===== src/rtl/spi_fe_pkg.sv =====
`timescale 1ns/1ps
package spi_fe_pkg;

  typedef enum logic [2:0] {
    ST_OPC, ST_ADDR, ST_RDATA, ST_STAT, ST_WDATA, ST_SRDATA, ST_DONE, ST_IGN
  } fe_state_e;

  typedef enum logic [2:0] {
    CMD_NONE, CMD_WEN_SET, CMD_WEN_CLR, CMD_STAT_RD, CMD_STAT_WR, CMD_READ, CMD_WRITE
  } cmd_e;

  localparam logic [7:0] OP_WEN_SET = 8'h06;
  localparam logic [7:0] OP_WEN_CLR = 8'h04;
  localparam logic [7:0] OP_STAT_RD = 8'h05;
  localparam logic [7:0] OP_STAT_WR = 8'h01;
  localparam logic [7:0] OP_READ    = 8'h03;
  localparam logic [7:0] OP_WRITE   = 8'h02;
  localparam logic [7:0] OP_HI_MASK = 8'hF7;  // bit 3 carries an address bit

  function automatic cmd_e decode_op(input logic [7:0] op);
    cmd_e c;
    if (op == OP_WEN_SET)                      c = CMD_WEN_SET;
    else if (op == OP_WEN_CLR)                 c = CMD_WEN_CLR;
    else if (op == OP_STAT_RD)                 c = CMD_STAT_RD;
    else if (op == OP_STAT_WR)                 c = CMD_STAT_WR;
    else if ((op & OP_HI_MASK) == OP_READ)     c = CMD_READ;
    else if ((op & OP_HI_MASK) == OP_WRITE)    c = CMD_WRITE;
    else                                       c = CMD_NONE;
    return c;
  endfunction

  // Step the low pw bits of an address, keeping the upper bits.
  function automatic logic [15:0] page_step(input logic [15:0] a, input int unsigned pw);
    logic [15:0] m;
    m = 16'((32'd1 << pw) - 32'd1);
    return (a & ~m) | ((a + 16'd1) & m);
  endfunction

endpackage


===== src/rtl/spi_fe_sync.sv =====
`timescale 1ns/1ps
module spi_fe_sync #(
  parameter int unsigned W = 4,
  parameter logic [W-1:0] RST_VAL = '0
) (
  input  logic         clk,
  input  logic         rst_n,
  input  logic [W-1:0] din,
  output logic [W-1:0] lvl,
  output logic [W-1:0] lvl_d
);
  for (genvar g = 0; g < W; g++) begin : g_bit
    logic meta;
    always_ff @(posedge clk or negedge rst_n) begin
      if (!rst_n) begin
        meta     <= RST_VAL[g];
        lvl[g]   <= RST_VAL[g];
        lvl_d[g] <= RST_VAL[g];
      end else begin
        meta     <= din[g];
        lvl[g]   <= meta;
        lvl_d[g] <= lvl[g];
      end
    end
  end
endmodule


===== src/rtl/spi_fe_tx.sv =====
`timescale 1ns/1ps
module spi_fe_tx (
  input  logic       clk,
  input  logic       rst_n,
  input  logic       sel_lvl,
  input  logic       bit_fall,
  input  logic       active,
  input  logic       pause_q,
  input  logic [7:0] byte_in,
  output logic       load,
  output logic       miso,
  output logic       miso_oe
);
  logic [2:0] pos;
  logic [6:0] sr;
  logic       drv;

  always_ff @(posedge clk or negedge rst_n) begin
    if (!rst_n) begin
      pos  <= '0;
      sr   <= '0;
      miso <= 1'b0;
      drv  <= 1'b0;
      load <= 1'b0;
    end else begin
      load <= 1'b0;
      if (sel_lvl) begin
        pos <= '0;
        drv <= 1'b0;
      end else if (bit_fall && active) begin
        if (pos == 3'd0) begin
          miso <= byte_in[7];
          sr   <= byte_in[6:0];
          load <= 1'b1;
        end else begin
          miso <= sr[6];
          sr   <= {sr[5:0], 1'b0};
        end
        pos <= pos + 3'd1;
        drv <= 1'b1;
      end
    end
  end

  assign miso_oe = drv && !pause_q && !sel_lvl;
endmodule


===== src/rtl/spi_fe_ctrl.sv =====
`timescale 1ns/1ps
module spi_fe_ctrl
  import spi_fe_pkg::*;
#(
  parameter int unsigned ADDR_W = 9,  // 8 or 9
  parameter int unsigned PAGE_W = 4
) (
  input  logic              clk,
  input  logic              rst_n,
  input  logic              sel_lvl,
  input  logic              sclk_lvl,
  input  logic              pause_lvl,
  input  logic              din_lvl,
  input  logic              bit_rise,
  input  logic              sel_rise,
  input  logic              busy,
  input  logic              tx_load,
  input  logic [5:0]        status_hi,
  input  logic [7:0]        mem_rd_data,
  output logic              pause_q,
  output logic              tx_active,
  output logic [7:0]        tx_byte,
  output logic [ADDR_W-1:0] mem_rd_addr,
  output logic              wr_valid,
  output logic [ADDR_W-1:0] wr_addr,
  output logic [7:0]        wr_data,
  output logic              wr_commit,
  output logic              sr_wr_valid,
  output logic [7:0]        sr_wr_data
);
  fe_state_e         st;
  logic [2:0]        bitcnt;
  logic [6:0]        sh;
  logic              op_a8, op_rd, wen_q, set_wen, wbytes, sr_have;
  logic [ADDR_W-1:0] addr_q;

  logic [7:0] in_byte;
  logic       byte_done;
  cmd_e       cmd;
  logic [8:0] addr_full;

  assign in_byte   = {sh, din_lvl};
  assign byte_done = bit_rise && (bitcnt == 3'd7);
  assign cmd       = decode_op(in_byte);
  assign addr_full = {op_a8, in_byte};

  // Pause is taken and released only while the serial clock is low.
  always_ff @(posedge clk or negedge rst_n) begin
    if (!rst_n)        pause_q <= 1'b0;
    else if (sel_lvl)  pause_q <= 1'b0;
    else if (!sclk_lvl) pause_q <= !pause_lvl;
  end

  always_ff @(posedge clk or negedge rst_n) begin
    if (!rst_n) begin
      st <= ST_OPC; bitcnt <= '0; sh <= '0;
      op_a8 <= 1'b0; op_rd <= 1'b0; wen_q <= 1'b0; set_wen <= 1'b0;
      wbytes <= 1'b0; sr_have <= 1'b0; addr_q <= '0;
      wr_valid <= 1'b0; wr_addr <= '0; wr_data <= '0; wr_commit <= 1'b0;
      sr_wr_valid <= 1'b0; sr_wr_data <= '0;
    end else begin
      wr_valid    <= 1'b0;
      wr_commit   <= 1'b0;
      sr_wr_valid <= 1'b0;
      if (sel_lvl) begin
        if (sel_rise) begin
          if (st == ST_DONE) wen_q <= set_wen;
          else if (st == ST_WDATA && wbytes && wen_q) begin
            wr_commit <= 1'b1;
            wen_q     <= 1'b0;
          end else if (sr_have && wen_q) begin
            sr_wr_valid <= 1'b1;
            wen_q       <= 1'b0;
          end
        end
        st <= ST_OPC; bitcnt <= '0; wbytes <= 1'b0; sr_have <= 1'b0;
      end else begin
        if (bit_rise) begin
          sh     <= in_byte[6:0];
          bitcnt <= bitcnt + 3'd1;
          if (st == ST_DONE) st <= ST_IGN;
        end
        if (byte_done) begin
          unique case (st)
            ST_OPC: begin
              if (busy && cmd != CMD_STAT_RD) st <= ST_IGN;
              else begin
                unique case (cmd)
                  CMD_STAT_RD: st <= ST_STAT;
                  CMD_WEN_SET: begin st <= ST_DONE; set_wen <= 1'b1; end
                  CMD_WEN_CLR: begin st <= ST_DONE; set_wen <= 1'b0; end
                  CMD_STAT_WR: st <= ST_SRDATA;
                  CMD_READ, CMD_WRITE: begin
                    op_a8 <= in_byte[3];
                    op_rd <= (cmd == CMD_READ);
                    st    <= ST_ADDR;
                  end
                  default: st <= ST_IGN;
                endcase
              end
            end
            ST_ADDR: begin
              addr_q <= addr_full[ADDR_W-1:0];
              st     <= op_rd ? ST_RDATA : ST_WDATA;
            end
            ST_WDATA: begin
              if (wen_q) begin
                wr_valid <= 1'b1;
                wr_addr  <= addr_q;
                wr_data  <= in_byte;
                wbytes   <= 1'b1;
              end
              addr_q <= ADDR_W'(page_step(16'(addr_q), PAGE_W));
            end
            ST_SRDATA: begin
              sr_wr_data <= in_byte;
              sr_have    <= 1'b1;
              st         <= ST_IGN;
            end
            default: ;
          endcase
        end
        if (tx_load && st == ST_RDATA) addr_q <= addr_q + 1'b1;
      end
    end
  end

  assign tx_active   = (st == ST_RDATA) || (st == ST_STAT);
  assign tx_byte     = (st == ST_STAT) ? {status_hi, wen_q, busy} : mem_rd_data;
  assign mem_rd_addr = addr_q;
endmodule


===== src/rtl/spi_mem_frontend.sv =====
`timescale 1ns/1ps
module spi_mem_frontend #(
  parameter int unsigned ADDR_W = 9,
  parameter int unsigned PAGE_W = 4
) (
  input  logic              clk,
  input  logic              rst_n,
  input  logic              spi_clk,
  input  logic              spi_sel_n,
  input  logic              spi_pause_n,
  input  logic              spi_mosi,
  output logic              spi_miso,
  output logic              spi_miso_oe,
  input  logic              busy,
  input  logic [5:0]        status_hi,
  output logic [ADDR_W-1:0] mem_rd_addr,
  input  logic [7:0]        mem_rd_data,
  output logic              wr_valid,
  output logic [ADDR_W-1:0] wr_addr,
  output logic [7:0]        wr_data,
  output logic              wr_commit,
  output logic              sr_wr_valid,
  output logic [7:0]        sr_wr_data
);
  localparam int unsigned NSYNC = 4;
  localparam logic [NSYNC-1:0] SYNC_RST = 4'b0110;  // {mosi, pause_n, sel_n, clk}

  logic [NSYNC-1:0] s_lvl, s_dly;
  logic sclk_lvl, sel_lvl, pause_lvl, din_lvl;
  logic sclk_rise, sclk_fall, sel_rise;
  logic pause_q, bit_rise, bit_fall;
  logic tx_active, tx_load;
  logic [7:0] tx_byte;

  spi_fe_sync #(.W(NSYNC), .RST_VAL(SYNC_RST)) sync_i (
    .clk(clk), .rst_n(rst_n),
    .din({spi_mosi, spi_pause_n, spi_sel_n, spi_clk}),
    .lvl(s_lvl), .lvl_d(s_dly)
  );

  assign sclk_lvl  = s_lvl[0];
  assign sel_lvl   = s_lvl[1];
  assign pause_lvl = s_lvl[2];
  assign din_lvl   = s_lvl[3];
  assign sclk_rise = s_lvl[0] && !s_dly[0];
  assign sclk_fall = !s_lvl[0] && s_dly[0];
  assign sel_rise  = s_lvl[1] && !s_dly[1];
  assign bit_rise  = sclk_rise && !pause_q && !sel_lvl;
  assign bit_fall  = sclk_fall && !pause_q && !sel_lvl;

  spi_fe_ctrl #(.ADDR_W(ADDR_W), .PAGE_W(PAGE_W)) ctrl_i (
    .clk(clk), .rst_n(rst_n), .sel_lvl(sel_lvl), .sclk_lvl(sclk_lvl),
    .pause_lvl(pause_lvl), .din_lvl(din_lvl), .bit_rise(bit_rise),
    .sel_rise(sel_rise), .busy(busy), .tx_load(tx_load), .status_hi(status_hi),
    .mem_rd_data(mem_rd_data), .pause_q(pause_q), .tx_active(tx_active),
    .tx_byte(tx_byte), .mem_rd_addr(mem_rd_addr), .wr_valid(wr_valid),
    .wr_addr(wr_addr), .wr_data(wr_data), .wr_commit(wr_commit),
    .sr_wr_valid(sr_wr_valid), .sr_wr_data(sr_wr_data)
  );

  spi_fe_tx tx_i (
    .clk(clk), .rst_n(rst_n), .sel_lvl(sel_lvl), .bit_fall(bit_fall),
    .active(tx_active), .pause_q(pause_q), .byte_in(tx_byte), .load(tx_load),
    .miso(spi_miso), .miso_oe(spi_miso_oe)
  );
endmodule


===== config.mk =====
export PLATFORM = sky130hd
export DESIGN_NAME = spi_mem_frontend
export DESIGN_NICKNAME = d
export VERILOG_FILES = /design/src/rtl/spi_fe_pkg.sv /design/src/rtl/spi_fe_sync.sv /design/src/rtl/spi_fe_tx.sv /design/src/rtl/spi_fe_ctrl.sv /design/src/rtl/spi_mem_frontend.sv
export SDC_FILE = /design/constraint.sdc
export NUM_CORES = 1
export LEC_CHECK = 0
export CORE_UTILIZATION = 63
export DETAILED_ROUTE_END_ITERATION = 10
export DONT_BUFFER_PORTS = 1
export PLACE_DENSITY = 0.76
export RECOVER_POWER = 25
export SYNTH_ARGS = -nofsm -noshare
export SYNTH_HDL_FRONTEND = slang
export SYNTH_SLANG_ARGS = --single-unit

===== constraint.sdc =====
create_clock -name clk -period 2.9 [get_ports clk]
set_clock_uncertainty 0.2 [all_clocks]
set_input_delay 0.145 -clock clk [delete_from_list [all_inputs] [get_ports clk]]
set_output_delay 0.145 -clock clk [all_outputs]
set_load 0.02 [all_outputs]

==> impl_summary.md <==
Final layout
Leaving out fill and tap cells, the most frequent cell in the layout is sky130_fd_sc_hd__dfrtp_1. Of the cells placed in the final design, the portion with a size suffix greater than 1 is 0.182. 0 antenna diodes ended up in the layout. Leaving out fill and tap cells, the most frequent cells in the layout are 75 x sky130_fd_sc_hd__dfrtp_1, 28 x sky130_fd_sc_hd__mux2_2, 25 x sky130_fd_sc_hd__nand2_1, 18 x sky130_fd_sc_hd__dlygate4sd3_1, 17 x sky130_fd_sc_hd__nor2_1. Summing all non-filler instances in the final layout gives an area of 4090 µm². For this run, the post-layout net count is 361.

The relative area change from synthesis to final layout is 13.3%. Excluding fillers, the count of instances in the completed layout stands at 412. The number of fill cells is 383.

Clock tree
After clock tree synthesis, the clock-pin slew on the worst setup and hold paths is 0.08 ns. The worst-skew pair later-pin latency is 0.34 ns. The quantity of gates resized following cts is 0. Clock tree synthesis found a total of 80 sinks. Buffers inserted during clock tree synthesis total 9. The post-CTS setup buffer count is 0. TritonCTS built the clock tree. The maximum buffer depth of the clock tree is 2. The H-tree was split into 3 levels. The tree is rooted in a sky130_fd_sc_hd__clkbuf_8.

Power and ir drop
The switching power as a share of total power is 0.228. The share of total power dissipated in sequential elements is 0.543. The worst voltage drop across the vdd grid is 0.000370 V. The total net switching power is 0.510 mW. The overall power after layout is 2.23 mW. The total power density per cell area is 546 nW/µm². The share of total power dissipated in the clock network is 0.392.

Summed over all cells, the static leakage comes to 1.88 nW. The relative contribution of combinational cells to total power is 0.065. The internal power of the cells totals 1.73 mW.

Routing
The routed wirelength normalized by instance count is 16.9 µm. In this run the remaining antenna-violating nets after routing total 0. For this run, the detailed router's first-pass iteration total came to 4. For this run, design rule violations remaining after detail routing come to 0. Dividing the detail-routed via count by the number of cells gives 5.98. The DRC violation total after the first TritonRoute iteration is 205.

Summing over every cut layer, the via total after detailed routing is 2464. For this block, the routed nets add up to 6980 µm of wire.

Timing
The transition at the pin with the smallest max-transition slack is 1.88 ns. The number of pins with negative max-slew slack in the final report came to 81. The final critical-path share of the clock period is 0.876. Setup repair after global routing left no endpoint under its margin. The achievable frequency is 0.394 GHz.

After routing, the total negative slack on setup checks comes to 0 ns. The final setup violation count is 0. The final critical path time including I/O delays and setup is 2.54 ns. In this run the tightest slew margin relative to its limit is -0.250.

The number of hold violations in the final report is 0.

Status
The run finished, with violations left. The checks that failed: capacitance limit, slew limit.

Synth
The number of different library cells used by synthesis comes to 50. Of the synthesized area, sequential elements account for 0.556. Dividing the synthesized area by the synthesized cell count gives 11.5 µm². The synthesized netlist net count is 339. For this run, the leading register cell type out of synthesis is sky130_fd_sc_hd__dfrtp_1. Counting flops and latches in the post-synthesis netlist gives 80.

The total number of yosys warnings is 0. The synthesized netlist occupies a cell area of 3610 µm². In the synthesized netlist the async set-or-reset flop fraction comes to 1.00. The number of cells produced by synthesis is 313. The number of enable-type register cells in the synthesized netlist is 0.

Critical path
On the worst path, the slowest cell contributes a delay of 0.63 ns. The critical path startpoint category is a flop. The required time of the critical path is 2.98 ns.

The critical path goes through nand3b_1 > mux2i_1 > dlygate4sd3_1 > a211oi_1 > a21o_1. The setup slack of the most critical reg-to-reg path is 0.36 ns. The worst-path maximum fanout is 12. The endpoint identified for the worst register-to-register timing path is tx_i.sr[5]. The data arrival time at the worst-slack endpoint is 2.62 ns. The critical path in this run is classified as flop to flop. The worst setup path is captured at a flop. The number of cells traversed by the worst register-to-register path is 5.

The launch instance of the worst register-to-register path is ctrl_i.st[0]. The slowest cell on the critical path is sky130_fd_sc_hd__dfrtp_1.

Floorplanning
The initial cell density of the core is 0.656. The floorplan step defined a die boundary enclosing 6040 µm². The floorplan step set the die height to 77.7 µm. The width of the die is 77.7 µm. During I/O placement, the number of pins put on the boundary was 60. The total area inside the core boundary comes to 5510 µm². Row generation in the floorplan step produced 27 rows.

GRT
For this run, the total global-route usage over all layers was measured as 0.256. The number of global-route vias before repair is 2337. The first-pass GRT wire length is 11700 µm. Entering global routing, the biggest net connects 81 pins.

The total overflow reported by the global router is 0. The initial antenna violation count was 0.

Placed design
Detailed placement finished with a half-perimeter wire length of 4620 µm. Port buffering added 0 buffers. The total placed cells including tap cells is 377. In this run the cell area measured after placement is 3690 µm².

The global placement routability congestion is 0.801.

Flow run
Across the run, the number of max-cap violations was 1.

Min path
The type of the worst min-delay path is primary input to flop. The worst hold path terminates at tx_i.sr[4]. Along the worst hold path, the cell count comes to 3.

The launch instance of the worst min-delay path is status_hi[2].
[kinds of logic after synthesis]
family,after synthesis,synth area share
and+or+nand+nor,94,0.148
muxes,40,0.121
xor gates and xnor gates,3,0.00727
buffers and inverters,27,0.0305
DFF,80,0.556
adders and majority gates,5,0.0173
AOI/OAI and AO/OA,64,0.120
[synth_stat cells, drive strengths merged, types with 2 or more instances]
master	count	area share
clkbuf	9	0.0093
nand3	13	0.019
nand2	25	0.026
a211oi	9	0.019
nor2b	8	0.014
dfstp	5	0.036
nand4	2	0.0035
nor4	2	0.0076
o22ai	2	0.0035
buf	5	0.0076
nand3b	4	0.0083
nor4b	3	0.013
inv	13	0.014
a22o	4	0.0097
dfrtp	75	0.52
o31ai	4	0.0083
a2bb2oi	2	0.0048
o221ai	3	0.0073
nor3	4	0.0069
nor3b	2	0.0042
o21ai	16	0.022
xor2	2	0.0048
a21o	7	0.015
nand2b	3	0.0052
a31oi	6	0.010
and2	2	0.0035
mux2	30	0.093
mux2i	10	0.028
ha	5	0.017
nor2	18	0.019
and3	4	0.0069
a21oi	6	0.0083
[per-stage QoR]
step | worst slack, ns | util | hold slack [ns]
after floorplan | 0.913 | - | -0.351
after global placement | 0.687 | 0.671 | -0.349
after detailed placement | 0.589 | 0.671 | -0.349
after CTS | 0.375 | 0.747 | 0.000678
after global routing | 0.190 | 0.743 | 0.0134
final | 0.360 | 0.743 | 0.0147
[state kept, by name (all words and copies together), names as in the netlist, 2 cells and up]
register and flops:
ctrl_i.bitcnt 3, ctrl_i.mem_rd_addr 9, ctrl_i.sh 7, ctrl_i.sr_wr_data 8
ctrl_i.st 3, ctrl_i.wr_addr 9, ctrl_i.wr_data 8, sync_i.g_bit.meta 4
sync_i.lvl 4, sync_i.lvl_d 2, tx_i.pos 3, tx_i.sr 7
[critical path: cells and delay by family, from the launching register on]
family / cells / cell delay, ns
muxes: 1 / 0.23
buffers and inverters: 1 / 0.59
AOI/OAI and AO/OA: 2 / 0.37
DFF: 1 / 0.63
and+or+nand+nor: 1 / 0.48
[metal layers]
layer	part of all wire	global-route usage	routed length [µm]	vias up
met1	0.47	0.379	3290	1207
li1	-	-	-	1177
met3	0.057	0.0565	398	6
met5	0	0	0	-
met4	0.0076	0.0887	53	0
met2	0.46	0.373	3240	74
[timing repair]
item | 4_1_cts | 5_1_grt
setup endpoints to repair | 0 | 0
endpoints found under the hold margin | 95 | 0
hold buffers | 19 | 0
[cell type report]
class | count | area (µm²) | area share
clock buffer | 13 | 149 | 0.0364
clock inverter | 3 | 65.1 | 0.0159
multi-input combinational | 206 | 1500 | 0.367
inverter | 13 | 48.8 | 0.0119
timing repair buffer | 25 | 230 | 0.0563
sequential | 80 | 2010 | 0.491
tap | 72 | 90.1 | 0.0220
[power by group through the flow]
stage / Clock (mW) / Sequential, mW / Combinational (mW)
detailed placement: 0 / 1.24 / 0.104
CTS: 0.898 / 1.21 / 0.152
global route: 0.943 / 1.22 / 0.165
global placement: 0 / 1.23 / 0.0992
finish: 0.876 / 1.21 / 0.145
floorplan: 0 / 1.21 / 0.0928
[worst max path at each step]
| stage | from | endpoint |
|---|---|---|
| finish | ctrl_i.st[0] | tx_i.sr[5] |
| global route | ctrl_i.st[0] | tx_i.sr[2] |
| CTS | ctrl_i.st[0] | tx_i.sr[6] |
| detailed placement | sync_i.lvl[1] | ctrl_i.sr_wr_data[1] |
| global placement | sync_i.lvl[1] | ctrl_i.sr_wr_data[6] |
| floorplan | sync_i.lvl[1] | ctrl_i.set_wen |
Note: power is estimated with default switching activity, not from simulation.
